<file path="config.mk">
export PLATFORM = sky130hd
export DESIGN_NAME = irq_agg_top
export DESIGN_NICKNAME = d
export VERILOG_FILES = /design/src/rtl/irq_agg_pkg.sv /design/src/rtl/irq_raw_bank.sv /design/src/rtl/irq_en_bank.sv /design/src/rtl/irq_pulse_arm.sv /design/src/rtl/irq_agg_top.sv
export SDC_FILE = /design/constraint.sdc
export NUM_CORES = 1
export LEC_CHECK = 0
export ABC_CLOCK_PERIOD_IN_PS = 1760
export BUFFER_PORTS_ARGS = -buffer_cell sky130_fd_sc_hd__buf_2
export CORE_AREA = 3 3 49 51
export DETAILED_ROUTE_END_ITERATION = 6
export DIE_AREA = 0 0 52 54
export HOLD_SLACK_MARGIN = 0.06
export PLACE_DENSITY = 0.92
export SYNTH_ARGS = -nofsm -noshare
export SYNTH_HDL_FRONTEND = slang
export SYNTH_HIERARCHICAL = 1
export SYNTH_SLANG_ARGS = --single-unit
</file>
<file path="constraint.sdc">
create_clock -name clk -period 1.76 [get_ports clk]
set_input_delay 0.176 -clock clk [delete_from_list [all_inputs] [get_ports clk]]
set_output_delay 0.176 -clock clk [all_outputs]
set_load 0.01 [all_outputs]
</file>
<file path="src/rtl/irq_agg_pkg.sv">
package irq_agg_pkg;

    localparam int unsigned REG_ADDR_W = 3;
    localparam int unsigned REG_DATA_W = 32;
    localparam int unsigned SRC_COUNT  = 4;
    localparam int unsigned EN_COUNT   = 3;

    typedef enum logic [REG_ADDR_W-1:0] {
        SEL_RAW    = 3'd0,
        SEL_PEND   = 3'd1,
        SEL_EN_SET = 3'd2,
        SEL_EN_CLR = 3'd3,
        SEL_EOI    = 3'd4
    } reg_sel_e;

    typedef struct packed {
        logic raw_set;
        logic pend_clr;
        logic en_set;
        logic en_clr;
        logic eoi;
    } wr_dec_t;

    function automatic wr_dec_t decode_write(input logic wr, input logic [REG_ADDR_W-1:0] addr);
        wr_dec_t d;
        d.raw_set  = wr && (addr == SEL_RAW);
        d.pend_clr = wr && (addr == SEL_PEND);
        d.en_set   = wr && (addr == SEL_EN_SET);
        d.en_clr   = wr && (addr == SEL_EN_CLR);
        d.eoi      = wr && (addr == SEL_EOI);
        return d;
    endfunction

endpackage

</file>
<file path="src/rtl/irq_raw_bank.sv">
module irq_raw_bank #(
    parameter int unsigned N_SRC = 4
) (
    input  logic             clk,
    input  logic             rst,
    input  logic [N_SRC-1:0] evt_i,
    input  logic [N_SRC-1:0] set_i,
    input  logic [N_SRC-1:0] clr_i,
    output logic [N_SRC-1:0] raw_o
);

    logic [N_SRC-1:0] raw_q;

    for (genvar k = 0; k < N_SRC; k++) begin : g_bit
        always_ff @(posedge clk) begin
            if (rst) begin
                raw_q[k] <= 1'b0;
            end else if (evt_i[k] || set_i[k]) begin
                raw_q[k] <= 1'b1;
            end else if (clr_i[k]) begin
                raw_q[k] <= 1'b0;
            end
        end

        // Event sets the bit, and beats a same-cycle clear
        assert_evt_sets_R2: assert property (@(posedge clk) disable iff (rst)
            evt_i[k] |=> raw_q[k]);
        assert_evt_beats_clear_R6: assert property (@(posedge clk) disable iff (rst)
            (evt_i[k] && clr_i[k]) |=> raw_q[k]);
        assert_sw_set_R3: assert property (@(posedge clk) disable iff (rst)
            set_i[k] |=> raw_q[k]);
        assert_clear_R5: assert property (@(posedge clk) disable iff (rst)
            (clr_i[k] && !evt_i[k] && !set_i[k]) |=> !raw_q[k]);
        assert_hold_R3: assert property (@(posedge clk) disable iff (rst)
            (!clr_i[k] && !evt_i[k] && !set_i[k]) |=> $stable(raw_q[k]));
    end

    assign raw_o = raw_q;

endmodule

</file>
<file path="src/rtl/irq_en_bank.sv">
module irq_en_bank #(
    parameter int unsigned N_EN = 3
) (
    input  logic            clk,
    input  logic            rst,
    input  logic [N_EN-1:0] set_i,
    input  logic [N_EN-1:0] clr_i,
    output logic [N_EN-1:0] en_o
);

    logic [N_EN-1:0] en_q;

    for (genvar k = 0; k < N_EN; k++) begin : g_bit
        always_ff @(posedge clk) begin
            if (rst) begin
                en_q[k] <= 1'b0;
            end else if (set_i[k]) begin
                en_q[k] <= 1'b1;
            end else if (clr_i[k]) begin
                en_q[k] <= 1'b0;
            end
        end

        assert_en_set_R7: assert property (@(posedge clk) disable iff (rst)
            set_i[k] |=> en_q[k]);
        assert_en_clr_R7: assert property (@(posedge clk) disable iff (rst)
            (clr_i[k] && !set_i[k]) |=> !en_q[k]);
        assert_en_hold_R7: assert property (@(posedge clk) disable iff (rst)
            (!clr_i[k] && !set_i[k]) |=> $stable(en_q[k]));
    end

    assign en_o = en_q;

endmodule

</file>
<file path="src/rtl/irq_pulse_arm.sv">
module irq_pulse_arm (
    input  logic clk,
    input  logic rst,
    input  logic any_pend_i,
    input  logic eoi_i,
    output logic pulse_o
);

    logic armed_q;
    logic pulse_q;
    logic fire;

    assign fire = armed_q && any_pend_i;

    always_ff @(posedge clk) begin
        if (rst) begin
            armed_q <= 1'b1;
            pulse_q <= 1'b0;
        end else begin
            pulse_q <= fire;
            armed_q <= !fire && (armed_q || eoi_i);
        end
    end

    assign pulse_o = pulse_q;

    assert_pulse_one_wide_R9: assert property (@(posedge clk) disable iff (rst)
        pulse_o |=> !pulse_o);
    assert_pulse_on_pending_R9: assert property (@(posedge clk) disable iff (rst)
        (armed_q && any_pend_i) |=> pulse_o);
    assert_disarmed_after_pulse_R10: assert property (@(posedge clk) disable iff (rst)
        pulse_o |-> !armed_q);
    assert_stay_disarmed_R10: assert property (@(posedge clk) disable iff (rst)
        (!armed_q && !eoi_i) |=> (!pulse_o && !armed_q));

endmodule

</file>
<file path="src/rtl/irq_agg_top.sv">
module irq_agg_top
    import irq_agg_pkg::*;
#(
    parameter int unsigned N_SRC  = SRC_COUNT,
    parameter int unsigned N_EN   = EN_COUNT,
    parameter int unsigned ADDR_W = REG_ADDR_W,
    parameter int unsigned DATA_W = REG_DATA_W
) (
    input  logic              clk,
    input  logic              rst,
    input  logic              reg_wr,
    input  logic [ADDR_W-1:0] reg_addr,
    input  logic [DATA_W-1:0] reg_wdata,
    output logic [DATA_W-1:0] reg_rdata,
    input  logic [N_SRC-1:0]  evt_i,
    output logic              irq_level,
    output logic              irq_pulse
);

    localparam int unsigned N_NOEN = N_SRC - N_EN;

    wr_dec_t          dec;
    logic [N_SRC-1:0] raw;
    logic [N_EN-1:0]  en;
    logic [N_SRC-1:0] en_wide;
    logic [N_SRC-1:0] pend;
    logic [N_SRC-1:0] raw_set_v;
    logic [N_SRC-1:0] pend_clr_v;
    logic [N_EN-1:0]  en_set_v;
    logic [N_EN-1:0]  en_clr_v;
    logic             unused_wdata_hi;

    assign dec        = decode_write(reg_wr, reg_addr[REG_ADDR_W-1:0]);
    assign raw_set_v  = dec.raw_set  ? reg_wdata[N_SRC-1:0] : '0;
    assign pend_clr_v = dec.pend_clr ? reg_wdata[N_SRC-1:0] : '0;
    assign en_set_v   = dec.en_set   ? reg_wdata[N_EN-1:0]  : '0;
    assign en_clr_v   = dec.en_clr   ? reg_wdata[N_EN-1:0]  : '0;
    assign unused_wdata_hi = ^reg_wdata[DATA_W-1:N_SRC];

    irq_raw_bank #(.N_SRC(N_SRC)) i_raw (
        .clk   (clk),
        .rst   (rst),
        .evt_i (evt_i),
        .set_i (raw_set_v),
        .clr_i (pend_clr_v),
        .raw_o (raw)
    );

    irq_en_bank #(.N_EN(N_EN)) i_en (
        .clk   (clk),
        .rst   (rst),
        .set_i (en_set_v),
        .clr_i (en_clr_v),
        .en_o  (en)
    );

    if (N_NOEN > 0) begin : g_noen
        assign en_wide = {{N_NOEN{1'b0}}, en};
    end else begin : g_allen
        assign en_wide = en;
    end

    assign pend      = raw & en_wide;
    assign irq_level = |pend;

    irq_pulse_arm i_pulse (
        .clk        (clk),
        .rst        (rst),
        .any_pend_i (irq_level),
        .eoi_i      (dec.eoi),
        .pulse_o    (irq_pulse)
    );

    always_comb begin
        reg_rdata = '0;
        case (reg_addr)
            SEL_RAW:                reg_rdata[N_SRC-1:0] = raw;
            SEL_PEND:               reg_rdata[N_SRC-1:0] = pend;
            SEL_EN_SET, SEL_EN_CLR: reg_rdata[N_EN-1:0]  = en;
            default:                reg_rdata = '0;
        endcase
    end

    // A pulse may only start after a cycle in which the level line was high
    assert_pulse_follows_level_R8: assert property (@(posedge clk) disable iff (rst)
        $rose(irq_pulse) |-> $past(irq_level));
    // A source without an enable never shows up as pending
    assert_noen_masked_R11: assert property (@(posedge clk) disable iff (rst)
        (reg_addr == SEL_PEND) |-> (reg_rdata[N_SRC-1:N_EN] == '0));

endmodule

</file>
==> metrics.txt, run 1 <==
status=complete, no violations; Die X=about 52 um; DRT iter0 DRCs=11; Std-Cell Rows=16; post-CTS setup buffer count=0; Final Hold Viols=0; cell taking the most area after synthesis=buf_4; peak supply drop=0.318 mV; initial antenna violation count=0; final setup fails=0; starting density of the core=0.388; WL per Instance=between 9 and 10 um; Area growth, synth to finish=5.04%; top cells by count, synth=buf_4 (29), and2_1 (14), dfxtp_1 (9), a21oi_1 (7), nand2b_1 (7); RD Place Congestion=roughly 0.8; Yosys cell types=18; Arrival @ worst endpoint=about 1.2 ns; gate count of the mapped netlist=91; critical path required time=1.58 ns; routed via count=567; clk sinks=9; mapped cell area=769 um2; final wirelength=1.36 mm; Post-synth EDFFs=0; leak pwr=0.408 nW; post-cts resize count=0; top-count cell post-synth=buf_4; I/O pin cnt=76; CTS root buf=clkbuf_4; Seq/Total Area, Yosys=0.234; CTS Hold Bufs=0; post-synthesis register bit count=9; Async S/R FF share, synth=0; Hold WC Path Type=input port to flip-flop; vias per cell=4.08; first-pass GRT wire length=2.08 mm; clock transition at the registers of the reported paths=0.06 ns; Fill cells=205; CTS tree=done; Setup Skew=0.000687 ns; Comb pwr share=0.198; switching share of power=0.306; register area=180 um2; Reg power frac=0.456; Routed Antenna Nets=0; Psw=0.148 mW; maximum buffer depth of the clock tree=2; Synth Flop Type=dfxtp_1; die area=2810 um2; H-tree Lvls=1; top-area cell type share of the netlist area=0.283; CTS Buf Count=3; Synth area leaders=buf_4 (28%), dfxtp_1 (23%), and2_1 (11%); DRC=0; clk_lat worst skew=0.27 ns; grt total ovfl=0; fraction of layout cells with a size suffix above 1=0.286; crit start category=flip-flop; Cell Pwr Density=597 nW/um2; yosys warns=6; Slew Limit Fails=0; max frequency=about 750 MHz; Crit Path Category=flip-flop to output port; Min-Delay Path Depth=3; Clk network pwr share=0.346; Final period util=0.760; Int Pwr=0.335 mW; final setup TNS=0 ns; R2R depth=4; Final nets=approximately 160; largest net degree at the start of global routing=11; critical path peak fanout=3; crit end category=output port; Tot Pwr=between 0.4 and 0.5 mW; maxcap violations=0; HPWL after DPL=1.15 mm; number of global-route vias before repair=between 500 and 600; DIE HEIGHT=between 50 and 60 um; synthesized area per cell=8.46 um2; post-route minimum period=1.34 ns; Port Buffers=19; RSZ-0062 raised after global routing=false; multi-input combinational cell area=around 450 um2; Total Routing Usage GR=0.102; # diodes=0; Core ar.=a little under 2000 um2; DRT Pass-1 Iters=4
## metrics by stage
step	area, um2	utilization	worst slack (ns)	instances	hold WS [ns]
2_1_floorplan	871	-	0.650	118	0.240
4_1_cts	808	0.408	0.406	139	0.141
5_1_grt	808	0.408	0.336	139	0.156
3_3_place_gp	782	0.395	0.632	135	0.415
3_5_place_dp	782	0.395	0.603	135	0.426
6_report	808	0.408	0.422	139	0.147
## path summary, 6_finish.rpt
check | from | slack [ns] | to
worst max-delay path | i_raw/raw_o[1]$_SDFFE_PP0P_ | 0.42 | irq_level
worst min-delay path | evt_i[1] | 0.15 | i_raw/raw_o[1]$_SDFFE_PP0P_
worst max register to register | i_raw/raw_o[1]$_SDFFE_PP0P_ | 0.65 | i_pulse/pulse_o$_SDFF_PP0_
worst min register to register | i_raw/raw_o[3]$_SDFFE_PP0P_ | 0.47 | i_raw/raw_o[3]$_SDFFE_PP0P_
## state kept, by name, summed over array words and instances (netlist names)
| register | count |
|---|---|
| i_pulse/pulse_o | 1 |
| i_raw/raw_o | 4 |
| i_en/en_o | 3 |
| i_pulse/armed_q | 1 |
## kinds of logic after synthesis
family,Yosys count,synth area share
AOI/OAI and AO/OA,12,0.117
buffers and inverters,34,0.307
DFF,9,0.234
other,1,0.00487
and+or+nand+nor,35,0.337
## layout make-up
| cell class | instances | share of cell area |
|---|---|---|
| multi-input combinational | 75 | 0.562 |
| sequential | 9 | 0.223 |
| timing repair buffer | 19 | 0.118 |
| tap | 27 | 0.0418 |
| clock buffer | 4 | 0.0325 |
| inverter | 5 | 0.0232 |
## power groups by stage
stage / Clock [mW] / Sequential [mW] / Combinational (mW)
floorplan: 0 / 0.223 / 0.110
global placement: 0 / 0.224 / 0.0915
detailed placement: 0 / 0.225 / 0.0941
CTS: 0.176 / 0.220 / 0.0941
global route: 0.187 / 0.222 / 0.107
finish: 0.167 / 0.220 / 0.0954
## metal layers
| metal | track usage | share of wire |
|---|---|---|
| met1 | 0.109 | 0.38 |
| met2 | 0.167 | 0.45 |
| met3 | 0.0554 | 0.15 |
| met4 | 0.0393 | 0.017 |
| met5 | 0 | 0 |
## placed cells by master, fill, tap and decap left out, drive strengths merged
master,count
a222oi,1
nor4b,3
buf,19
inv,5
and2,15
nor2,6
conb,28
a21oi,7
o21bai,1
and4bb,2
o221a,3
dfxtp,9
clkbuf,4
and4b,1
nand2b,7
nor2b,1
## critical path: stages (launching register included)
cell and delay [ns]:
dfxtp_1 0.33, a222oi_1 0.33, inv_1 0.09, buf_2 0.15
No activity file was read; power rests on OpenSTA's default activity.
==> inputs of run 2 (changes only) <==
--- a/config.mk
+++ b/config.mk
@@ -5,13 +5,14 @@
 export SDC_FILE = /design/constraint.sdc
 export NUM_CORES = 1
 export LEC_CHECK = 0
-export ABC_CLOCK_PERIOD_IN_PS = 1760
+export ABC_AREA = 1
+export ABC_CLOCK_PERIOD_IN_PS = 1230
 export BUFFER_PORTS_ARGS = -buffer_cell sky130_fd_sc_hd__buf_2
-export CORE_AREA = 3 3 49 51
+export CORE_AREA = 3 3 69 45
 export DETAILED_ROUTE_END_ITERATION = 6
-export DIE_AREA = 0 0 52 54
+export DIE_AREA = 0 0 72 48
 export HOLD_SLACK_MARGIN = 0.06
-export PLACE_DENSITY = 0.92
+export PLACE_DENSITY = 0.81
 export SYNTH_ARGS = -nofsm -noshare
 export SYNTH_HDL_FRONTEND = slang
 export SYNTH_HIERARCHICAL = 1
==> constraint.sdc (replaced) <==
create_clock -name clk -period 1.23 [get_ports clk]
set_input_delay 0.123 -clock clk [delete_from_list [all_inputs] [get_ports clk]]
set_output_delay 0.123 -clock clk [all_outputs]
set_load 0.01 [all_outputs]
==> metrics.txt, run 2 <==
# diodes=0 (unchanged); clock transition at the registers of the reported paths=0.04 ns (-0.02 ns); Seq/Total Area, Yosys=0.229 (-0.00521); max frequency=903 MHz; maximum buffer depth of the clock tree=2 (unchanged); number of global-route vias before repair=519 (+3.4%); Core ar.=2500 um2 (+26%); Port Buffers=19 (unchanged); final setup fails=0 (unchanged); H-tree Lvls=1 (unchanged); gate count of the mapped netlist=123 (+35%); Tot Pwr=0.800 mW (+66%); commonest non-fill, non-tap cells in the layout=conb_1 (28), inv_1 (21), nor2_1 (20); top cells by count, synth=buf_4 (28), inv_1 (21), nor2_1 (20), nand2_1 (17), nand3_1 (10); worst slack, placed=0.207 ns (-0.396 ns); final wirelength=1.62 mm (+19%); RD Place Congestion=0.772 (-2.5%); I/O pin cnt=76 (unchanged); CTS Buf Count=3 (unchanged); DRT Pass-1 Iters=2 (-2); Synth Area in XOR/XNOR=0 (unchanged); simple-gate share of the synthesized area=0.350 (+0.0132); routed via count=659 (+16%); maxcap violations=0 (unchanged); critical path required time=1.11 ns (-0.47 ns); routed length on met1=751 um (+44%); Total Routing Usage GR=0.0936 (-0.00793); Top Layer Used=met3; Fill cells=282 (+38%); mapped cell area=787 um2 (+2.3%); Slew Limit Fails=0 (unchanged); critical path peak fanout=3 (unchanged); WL per Instance=9.15 um (-6.6%); Routed Antenna Nets=0 (unchanged); Synth Flop Type=dfxtp_1; peak supply drop=0.270 mV (-15%); adder-cell share of the synthesized area=0 (unchanged); post-synthesis mux area share=0 (unchanged); Post-synth EDFFs=0 (unchanged); Synth area leaders=buf_4 (27%), dfxtp_1 (23%), inv_1 (10%); CTS Hold Bufs=0 (unchanged); CTS tree=done; post-cts resize count=0 (unchanged); Final Hold Viols=0 (unchanged); Arrival @ worst endpoint=0.98 ns (-0.18 ns); starting density of the core=0.314 (-0.0741); cell taking the most area after synthesis=buf_4; Std-Cell Rows=14 (-2); Hold WC Path Type=input port to flip-flop; met3 WL post-DR=125 um (-39%); Setup Skew=0.00226 ns (+0.00158 ns); largest net degree at the start of global routing=10 (-1); crit start category=flip-flop; first-pass GRT wire length=2.33 mm (+12%); Largest register FFs=4 (unchanged); Final Hold Slack=0.149 ns (+0.00173 ns); complex-gate fraction of the synthesized area=0.0445 (-0.0726); status=complete, no violations; leading cell type in the layout, fill and taps excluded=conb_1; post-synthesis register bit count=9 (unchanged); top-area cell type share of the netlist area=0.267 (-0.0158); clk sinks=9 (unchanged); DRC=0 (unchanged); Yosys cell types=13 (-5); main combinational cell family by area after synthesis=buffers and inverters; HPWL after DPL=1.33 mm (+15%); Setup WS post-layout=0.123 ns (-0.299 ns); yosys warns=6 (unchanged); crit end category=output port; vias per cell=3.72 (-8.7%); RSZ-0062 raised after global routing=false; top-count cell post-synth=buf_4; post-CTS setup buffer count=0 (unchanged); die area=3460 um2 (+23%); grt total ovfl=0 (unchanged); clk_lat worst skew=0.23 ns (-0.04 ns); leak pwr=0.482 nW (+18%); fraction of layout cells with a size suffix above 1=0.221 (-0.0650); CTS root buf=clkbuf_8; DRT iter0 DRCs=22 (+11); Die X=72 um (+38%); Crit Path Category=flip-flop to output port; synthesized area per cell=6.40 um2 (-24%); Area growth, synth to finish=9.06%; Cell Pwr Density=932 nW/um2 (+56%); DIE HEIGHT=48 um (-11%); initial antenna violation count=0 (unchanged); Final nets=188 (+21%); post-route minimum period=approximately 1.1 ns; metal2 WL=742 um (+22%); Async S/R FF share, synth=0 (unchanged); final setup TNS=0 ns (unchanged); Final period util=0.900
-- run 2: cell count changes after synthesis, sizes merged, moves of 2 or more --
cell    previous run  this run
nand2              0        18
inv                5        22
nor2               6        22
and2              15         0
nand3              0        15
nand2b             7         0
nor4b              3         0
o221a              3         0
and4bb             2         0
-- run 2: worst paths after layout --
path / from / slack, ns / depth (start not counted) / to
worst min register to register: i_pulse/armed_q$_SDFF_PP1_ / 0.45 / 2 / i_pulse/pulse_o$_SDFF_PP0_
worst max-delay path: i_raw/raw_o[0]$_SDFFE_PP0P_ / 0.12 / 5 / reg_rdata[0]
worst max register to register: i_raw/raw_o[0]$_SDFFE_PP0P_ / 0.36 / 5 / i_pulse/armed_q$_SDFF_PP1_
worst min-delay path: evt_i[2] / 0.15 / 3 / i_raw/raw_o[2]$_SDFFE_PP0P_
-- run 2: layout make-up --
class	instances	area, um2	area share
sequential	9	180	0.210
multi-input combinational	91	415	0.484
timing repair buffer	19	95.1	0.111
inverter	22	82.6	0.0962
clock buffer	4	45.0	0.0525
tap	32	40.0	0.0466
-- run 2: power by group --
part / internal, mW / total [mW] / switching, mW
clock: 0.226 / 0.342 / 0.116
combinational: 0.0394 / 0.143 / 0.103
sequential: 0.306 / 0.316 / 0.00922
-- run 2: critical path, cell delays in order (launching register included) --
cell	delay, ns
dfxtp_1	0.35
nand2_1	0.09
inv_1	0.05
nand3_1	0.06
nand3_1	0.07
buf_2	0.13
-- run 2: layer usage --
metal | vias to the layer above | GRT usage
li1 | 358 | -
met1 | 280 | 0.118
met3 | 0 | 0.0566
met2 | 21 | 0.137
met4 | 0 | 0.0225
met5 | - | 0
-- run 2: per-stage QoR --
stage	instance area [um2]	cells	util
after floorplan	888	150	-
after global placement	813	173	0.325
after detailed placement	813	173	0.325
after CTS	858	177	0.343
after global routing	858	177	0.343
final	858	177	0.343
-- run 2: kinds of logic after synthesis --
group,after synthesis
AOI/OAI and AO/OA,7
buffers and inverters,50
DFF,9
other,1
and+or+nand+nor,56
